[config.mk]
export PLATFORM = sky130hd
export DESIGN_NAME = uart_tx_flow
export DESIGN_NICKNAME = d
export VERILOG_FILES = /design/src/rtl/uart_tx_flow.sv
export SDC_FILE = /design/constraint.sdc
export NUM_CORES = 1
export LEC_CHECK = 0
export ABC_AREA = 1
export BUFFER_PORTS_ARGS = -buffer_cell sky130_fd_sc_hd__buf_2
export CAP_MARGIN = 15
export CORE_AREA = 2 2 99 101
export DETAILED_ROUTE_END_ITERATION = 7
export DIE_AREA = 0 0 101 103
export HOLD_SLACK_MARGIN = 0.12
export PLACE_DENSITY_LB_ADDON = 0.25
export SLEW_MARGIN = 10
export SYNTH_ARGS = -nofsm -noshare
export SYNTH_HDL_FRONTEND = slang
export SYNTH_SLANG_ARGS = --single-unit
[constraint.sdc]
create_clock -name clk -period 3.8 [get_ports clk]
set_input_delay 0.95 -clock clk [delete_from_list [all_inputs] [get_ports clk]]
set_output_delay 0.95 -clock clk [all_outputs]
set_load 0.02 [all_outputs]
[src/rtl/uart_tx_flow.sv]
module uart_tx_flow #(
  parameter int DIV_W    = 8,
  parameter int OVS_LOG2 = 4,
  parameter int DATA_W   = 9
) (
  input  logic              clk,
  input  logic              rst_n,
  input  logic [1:0]        clk_sel,
  input  logic [DIV_W-1:0]  divider,
  input  logic [1:0]        char_len,
  input  logic [1:0]        parity_mode,
  input  logic              two_stop,
  input  logic              tx_enable,
  input  logic              cts_enable,
  input  logic              cts_n,
  input  logic              irq_on_done,
  input  logic              wr_en,
  input  logic [DATA_W-1:0] wr_data,
  output logic              txd,
  output logic              ready_n,
  output logic              buf_empty,
  output logic              tx_irq
);
  localparam int FRAME_W = DATA_W + 4;
  localparam int CNT_W   = DIV_W + OVS_LOG2;
  localparam int LEFT_W  = $clog2(FRAME_W + 1);

  logic [1:0]          cts_sync;
  logic                busy;
  logic [DATA_W-1:0]   hold;
  logic [FRAME_W-1:0]  frame, load_frame;
  logic [LEFT_W-1:0]   bits_left, load_bits;
  logic [4:0]          pre_cnt, pre_last;
  logic [CNT_W-1:0]    bit_cnt;
  logic [LEFT_W-1:0]   len;
  logic                par;

  assign pre_last = (clk_sel == 2'd0) ? 5'd0 : (clk_sel == 2'd1) ? 5'd7 : 5'd31;

  wire tick    = pre_cnt == pre_last;
  wire bit_end = busy && tick && (bit_cnt == {divider, {OVS_LOG2{1'b1}}});
  wire cts_ok  = !cts_enable || !cts_sync[1];
  wire start   = !busy && tx_enable && !buf_empty && cts_ok;

  assign txd     = frame[0];
  assign ready_n = !(tx_enable && buf_empty);

  always_comb begin
    case (char_len)
      2'd0:    len = LEFT_W'(DATA_W - 2);
      2'd2:    len = LEFT_W'(DATA_W);
      default: len = LEFT_W'(DATA_W - 1);
    endcase
    load_frame    = '1;
    load_frame[0] = 1'b0;
    par           = parity_mode[0];
    for (int i = 0; i < DATA_W; i++) begin
      if (LEFT_W'(i) < len) begin
        load_frame[i+1] = hold[i];
        par             = par ^ hold[i];
      end
    end
    if (parity_mode[1]) load_frame[len+1] = par;
    load_bits = len + LEFT_W'(parity_mode[1]) + LEFT_W'(two_stop) + LEFT_W'(2);
  end

  always_ff @(posedge clk or negedge rst_n) begin
    if (!rst_n) begin
      cts_sync  <= 2'b11;
      busy      <= 1'b0;
      hold      <= '0;
      buf_empty <= 1'b1;
      frame     <= '1;
      bits_left <= '0;
      pre_cnt   <= '0;
      bit_cnt   <= '0;
      tx_irq    <= 1'b0;
    end else begin
      cts_sync <= {cts_sync[0], cts_n};
      tx_irq   <= 1'b0;
      if (start) begin
        frame     <= load_frame;
        bits_left <= load_bits;
        busy      <= 1'b1;
        pre_cnt   <= '0;
        bit_cnt   <= '0;
        buf_empty <= 1'b1;
        tx_irq    <= !irq_on_done;
      end else if (busy) begin
        pre_cnt <= tick ? '0 : pre_cnt + 5'd1;
        if (tick) bit_cnt <= bit_end ? '0 : bit_cnt + CNT_W'(1);
        if (bit_end) begin
          frame     <= {1'b1, frame[FRAME_W-1:1]};
          bits_left <= bits_left - LEFT_W'(1);
          if (bits_left == LEFT_W'(1)) begin
            busy   <= 1'b0;
            tx_irq <= irq_on_done;
          end
        end
      end
      if (wr_en) begin
        hold      <= wr_data;
        buf_empty <= 1'b0;
      end
    end
  end

  assert_idle_high_R3: assert property (@(posedge clk) disable iff (!rst_n)
    !busy |-> txd);

  assert_start_gate_R5: assert property (@(posedge clk) disable iff (!rst_n)
    (busy && !$past(busy)) |-> ($past(tx_enable) && !$past(buf_empty)));

  assert_cts_gate_R6: assert property (@(posedge clk) disable iff (!rst_n)
    (busy && !$past(busy) && $past(cts_enable)) |-> !$past(cts_sync[1]));

  assert_bit_hold_R4: assert property (@(posedge clk) disable iff (!rst_n)
    (busy && $past(busy) && !$past(bit_end)) |-> $stable(txd));

  assert_irq_pulse_R9: assert property (@(posedge clk) disable iff (!rst_n)
    tx_irq |=> !tx_irq);

  assert_empty_on_load_R8: assert property (@(posedge clk) disable iff (!rst_n)
    $rose(buf_empty) |-> $rose(busy));
endmodule

* Word-level counts from Yosys, hierarchy flattened
Index checks and enable logic that the tools add are counted.
** Storage, ports and cells
- Flip-flop bits (word level) :: 48
- Bits in latches :: 0
- RAM bits :: 0
- Bits in read-only memories :: 0
- Input port bits :: 31
- Memories :: 0
** Operators by class
- Add/subtract/negate cells :: 7
- Multiply operators :: 0
- Divide/modulo/power cells :: 0
- $lt $le $gt $ge :: 11
- Eq/ne operators :: 5
- Shifts and indexed selects :: 0
- Multiplexer cells :: 48
- Bitwise logic cells :: 9
- Reductions and logical operators :: 22
** Operator list (count)
- 13-bit two-way mux :: 4
- 12-bit two-way mux :: 4
- 1-bit two-way mux :: 29
- 5-bit two-way mux :: 5
- 3-bit by 4-bit < comparator with 1-bit output (first input constant) :: 4
- 13-bit bitwise mux :: 1
- 12-bit by 1-bit adder with 12-bit output (second input constant) :: 1
- 12-bit equality test :: 1
- 4-bit two-way mux :: 3
- 1-bit bitwise XOR :: 9
- 4-bit by 1-bit adder with 4-bit output :: 2
- 1-bit by 4-bit < comparator with 1-bit output (first input constant) :: 2
- 2-bit by 4-bit < comparator with 1-bit output (first input constant) :: 2
- 4-bit case mux with 2 select lines :: 1
- 2-bit nonzero test :: 4
- 1-bit logical AND :: 7
- 1-bit zero test :: 6
- 4-bit by 1-bit adder with 5-bit output (second input constant) :: 1
- 5-bit by 1-bit adder with 5-bit output (second input constant) :: 1
- 5-bit equality test :: 1
- 5-bit by 1-bit >= comparator with 1-bit output (second input constant) :: 1
- 5-bit < comparator (second input constant) :: 1
- 4-bit by 2-bit adder with 4-bit output (second input constant) :: 1
- 1-bit demux with 4-bit select :: 1
- 8 further kinds :: 10

* Depth between registers and ports, before layout
- Depth after elaboration :: 23
- Gate-level depth with buffers :: 16

* Worst setup path before layout
OpenSTA, ideal clock, no wires.
- Kind :: in2reg
- From :: in divider[3]
- To :: reg bits_left[1]
- Arrival :: 1.920 ns
- Data required time :: 3.670 ns
- Setup slack :: 1.750 ns
- Stages on the path :: 11
- Cells stage by stage :: or2_1 -> nand2_1 -> inv_1 -> nand2_1 -> nor2_1 -> nand3_2 -> nand2_2 -> buf_6 -> buf_8 -> o211ai_1 -> o21ai_0
** Between the ends
- Longest elaborated chain between the ends :: 4
** RTL lines
- from (decl) :: RTL line 9 : input logic [DIV_W-1:0] divider,
- 12-bit equality test :: RTL line 41 : wire bit_end = busy && tick && (bit_cnt == {divider, {OVS_LOG2{1'b1}}});
- 1-bit logical AND :: RTL line 41
- 2-bit nonzero test (no source line)
- 2-bit AND reduction (no source line)
- to (signal assigned) :: RTL line 83 : bits_left <= load_bits;
- to (signal assigned) :: RTL line 94 : bits_left <= bits_left - LEFT_W'(1);
- to (decl) :: RTL line 32 : logic [LEFT_W-1:0] bits_left, load_bits;
No other way between the ends.
A chain may end at the register's enable or synchronous reset.

* Worst setup path after layout
- From :: in divider[1]
- To :: reg bit_cnt[5]
** Between the ends
- Longest elaborated chain between the ends :: 6
** RTL lines
- 12-bit equality test :: RTL line 41
- 1-bit logical AND :: RTL line 41
- 12-bit two-way mux (2 in a row) :: RTL line 91 : if (tick) bit_cnt <= bit_end ? '0 : bit_cnt + CNT_W'(1);
- 12-bit two-way mux :: RTL line 89 : end else if (busy) begin
- 12-bit two-way mux :: RTL line 81 : if (start) begin
- to (signal assigned) :: RTL line 91
- to (decl) :: RTL line 34 : logic [CNT_W-1:0] bit_cnt;
No other way between the ends. The select of a mux whose other input is x is not followed.

==> impl_metrics.ini <==
[clocking]
cts_resized = 0
numCtsBuffers = 5
cts-root-buf = clkbuf_8
clockBufferDepth = 2
ctsHoldBuffers = 0
clk_latency_ns = 0.31
h-tree-depth = 2
clkSinkCount = 48
post-cts-setup-buffers = 0
cts_tree = built
clk_pin_slew_ns = 0.10

[grt]
grt_pass1_vias = 2191
antenna_found_initial = 0
grt_pass1_wl_um = 10120
grt-ovfl-total = 0
grt.total_usage_pct = 12.27
grt_max_degree = 45

[die]
rows = 36
num_io_pins = 35
core_mm2 = 0.009459
die_area_mm2 = 0.01040
die_x_um = 101
initial_utilization_pct = 28.64
dieHeight_um = 103

[detailed_routing]
final_antenna_net_count = 0
dr.pass1.iters = 4
vias = 2267
via_per_inst = 4.543
drc = 0
drt_iter0_markers = 90
wl_per_cell_um = 11.51
drt-total-wl_um = 5745

[timing]
worst_pin_slew_ns = 1.027
rsz0062_at_grt = no
setup_tns_ns = 0
drv_slew = 0
final_hold_viol_count = 0
post-route-min-period_ns = 2.214
setup_viol_count_final = 0
finalCritPeriodShare_pct = 58.26
max_slew_margin_pct = 31.57
fin_worst_skew_ns = 0.008245
max_freq_mhz = 451.7

[worst_hold_path]
hold_path.class = reg2reg
min_path_cells = 0
worstHoldStart = cts_sync[0]
hold_end = cts_sync[1]

[final_layout]
antenna_cells = 0
areaGrowthSynthToFinish_pct = 13.12
final_nets = 421
fillers = 1043
final_common_cell = nand2_1
instances_no_fill = 499
drive_gt1_share_pct = 19.48
layout_common_cells = nand2_1 (91), inv_1 (48), nor2_1 (37)

[synth]
yosys_register_bits = 48
yosysSeqAreaShare_pct = 45.08
ys_async_sr_fraction_pct = 100.0
synth.distinct_cells = 37
syn-num-nets = 387
synthFlopType = dfrtp_1
synth_edf_count = 0
synth_warnings = 0
avgSynthCellArea_um2 = 7.740
syn_area_mm2 = 0.002709
syn-instance-count = 350

[run_status]
status = finished clean

[critical_path]
critical_path.max_fanout = 19
reg2reg_from = bit_cnt[0]
r2r_cells = 10
worst_setup_path_start_kind = input pin
required_ns = 4.01
arrival_ns = 2.42
critical_path_class = in2reg
worst_setup_path_end_kind = register
rr_endpoint = bit_cnt[5]
rrSetupSlack_ns = 1.76

[pwr]
power.leakage_nw = 1.522
p_int_w = 0.0007989
p_sw_share_pct = 32.42
combPwrFrac_pct = 20.7
netSwitchingPower_w = 0.0003833
pwr-share-clk_pct = 26.7
max-vdd-ir-drop_uv = 178.8
p_seq_share_pct = 52.6
powerDensity_mw_per_mm2 = 385.8

[place]
finalWeightedCongestion = 0.7968
place_inst = 491
dp_hpwl_um = 4301
numPortBuffers = 34

[flow_run]
maxCapViolations = 0
stage by stage:
stage,power (W),instance area (um2),util (%),setup WS [ns],hold WS [ns]
2_1_floorplan,0.0008051,2709,-,1.750,0.3452
5_1_grt,0.001271,3064,32.39,1.369,0.3640
3_5_place_dp,0.0008796,2977,31.47,1.237,0.3470
4_1_cts,0.001202,3064,32.39,1.582,0.3485
3_3_place_gp,0.0008712,2977,31.47,1.282,0.3460
6_report,0.001182,3064,32.39,1.586,0.3494
worst max path at each step:
| stage | start | endpoint | slack (ns) | depth (start not counted) |
|---|---|---|---|---|
| after floorplan | divider[3] | bits_left[1] | 1.75 | 11 |
| after CTS | divider[1] | bit_cnt[5] | 1.58 | 11 |
| after global placement | divider[1] | bit_cnt[5] | 1.28 | 11 |
| after detailed placement | divider[1] | bit_cnt[5] | 1.24 | 11 |
| after global routing | divider[1] | frame[10] | 1.37 | 11 |
| final | divider[1] | bit_cnt[5] | 1.59 | 11 |
cell usage after synthesis (all sizes together), types with 6 or more instances:
| cell type | count | area share [%] |
|---|---|---|
| nand3 | 24 | 4.6 |
| xor2 | 7 | 2.3 |
| dfrtp | 32 | 30 |
| nor3 | 8 | 1.7 |
| o21ai | 28 | 5.2 |
| inv | 50 | 6.9 |
| nor2 | 40 | 5.8 |
| nand2 | 92 | 13 |
| dfstp | 16 | 16 |
| a31oi | 7 | 2.1 |
| a21oi | 6 | 1.1 |
final cells by class:
| type | instances | area [um2] | area share (%) |
|---|---|---|---|
| Inverter | 50 | 187.7 | 6.125 |
| Timing Repair Buffer | 37 | 192.7 | 6.288 |
| Multi-Input combinational cell | 242 | 1232 | 40.22 |
| Tap cell | 114 | 142.6 | 4.655 |
| Sequential cell | 48 | 1221 | 39.85 |
| Clock inverter | 3 | 18.77 | 0.6125 |
| Clock buffer | 5 | 68.82 | 2.246 |
worst max-delay path: stages:
cell and delay, ns:
buf_2 0.11, inv_1 0.05, nor2_1 0.05, nor3_1 0.18, nand2_1 0.07, nor2_1 0.12, nand3_2 0.16, nand2_2 0.22
buf_4 0.27, nor2_1 0.06, o21a_1 0.16
power by group through the flow:
stage	Combinational [W]	Clock (W)	Sequential, W
final	0.000244	0.000316	0.000622
after global routing	0.000291	0.000348	0.000632
after CTS	0.000249	0.000330	0.000622
after detailed placement	0.000248	0	0.000631
after global placement	0.000241	0	0.000631
after floorplan	0.000185	0	0.000621
kinds of logic after synthesis:
group / Yosys count / synth area share [%]
buffers and inverters: 60 / 9.422
multiplexers: 2 / 0.7391
adder cells (fa/ha/maj): 6 / 3.049
XOR/XNOR: 10 / 3.233
AND/OR/NAND/NOR: 175 / 27.71
AO/OA/AOI/OAI: 49 / 10.76
flip-flops: 48 / 45.08
per-layer routing:
| metal | GRT usage [%] | part of all wire (%) | vias to the layer above |
|---|---|---|---|
| li1 | - | - | 1183 |
| met1 | 16.41 | 48 | 1036 |
| met2 | 20.46 | 46 | 43 |
| met3 | 2.441 | 4.1 | 5 |
| met4 | 3.119 | 1.1 | 0 |
| met5 | 0 | 0 | - |
registers in the layout (all words and copies together), names as in the netlist:
| signal | flops |
|---|---|
| pre_cnt | 5 |
| frame | 13 |
| tx_irq | 1 |
| busy | 1 |
| cts_sync | 2 |
| buf_empty | 1 |
| bits_left | 4 |
| bit_cnt | 12 |
| hold | 9 |
Note: power is estimated with default switching activity, not from simulation.
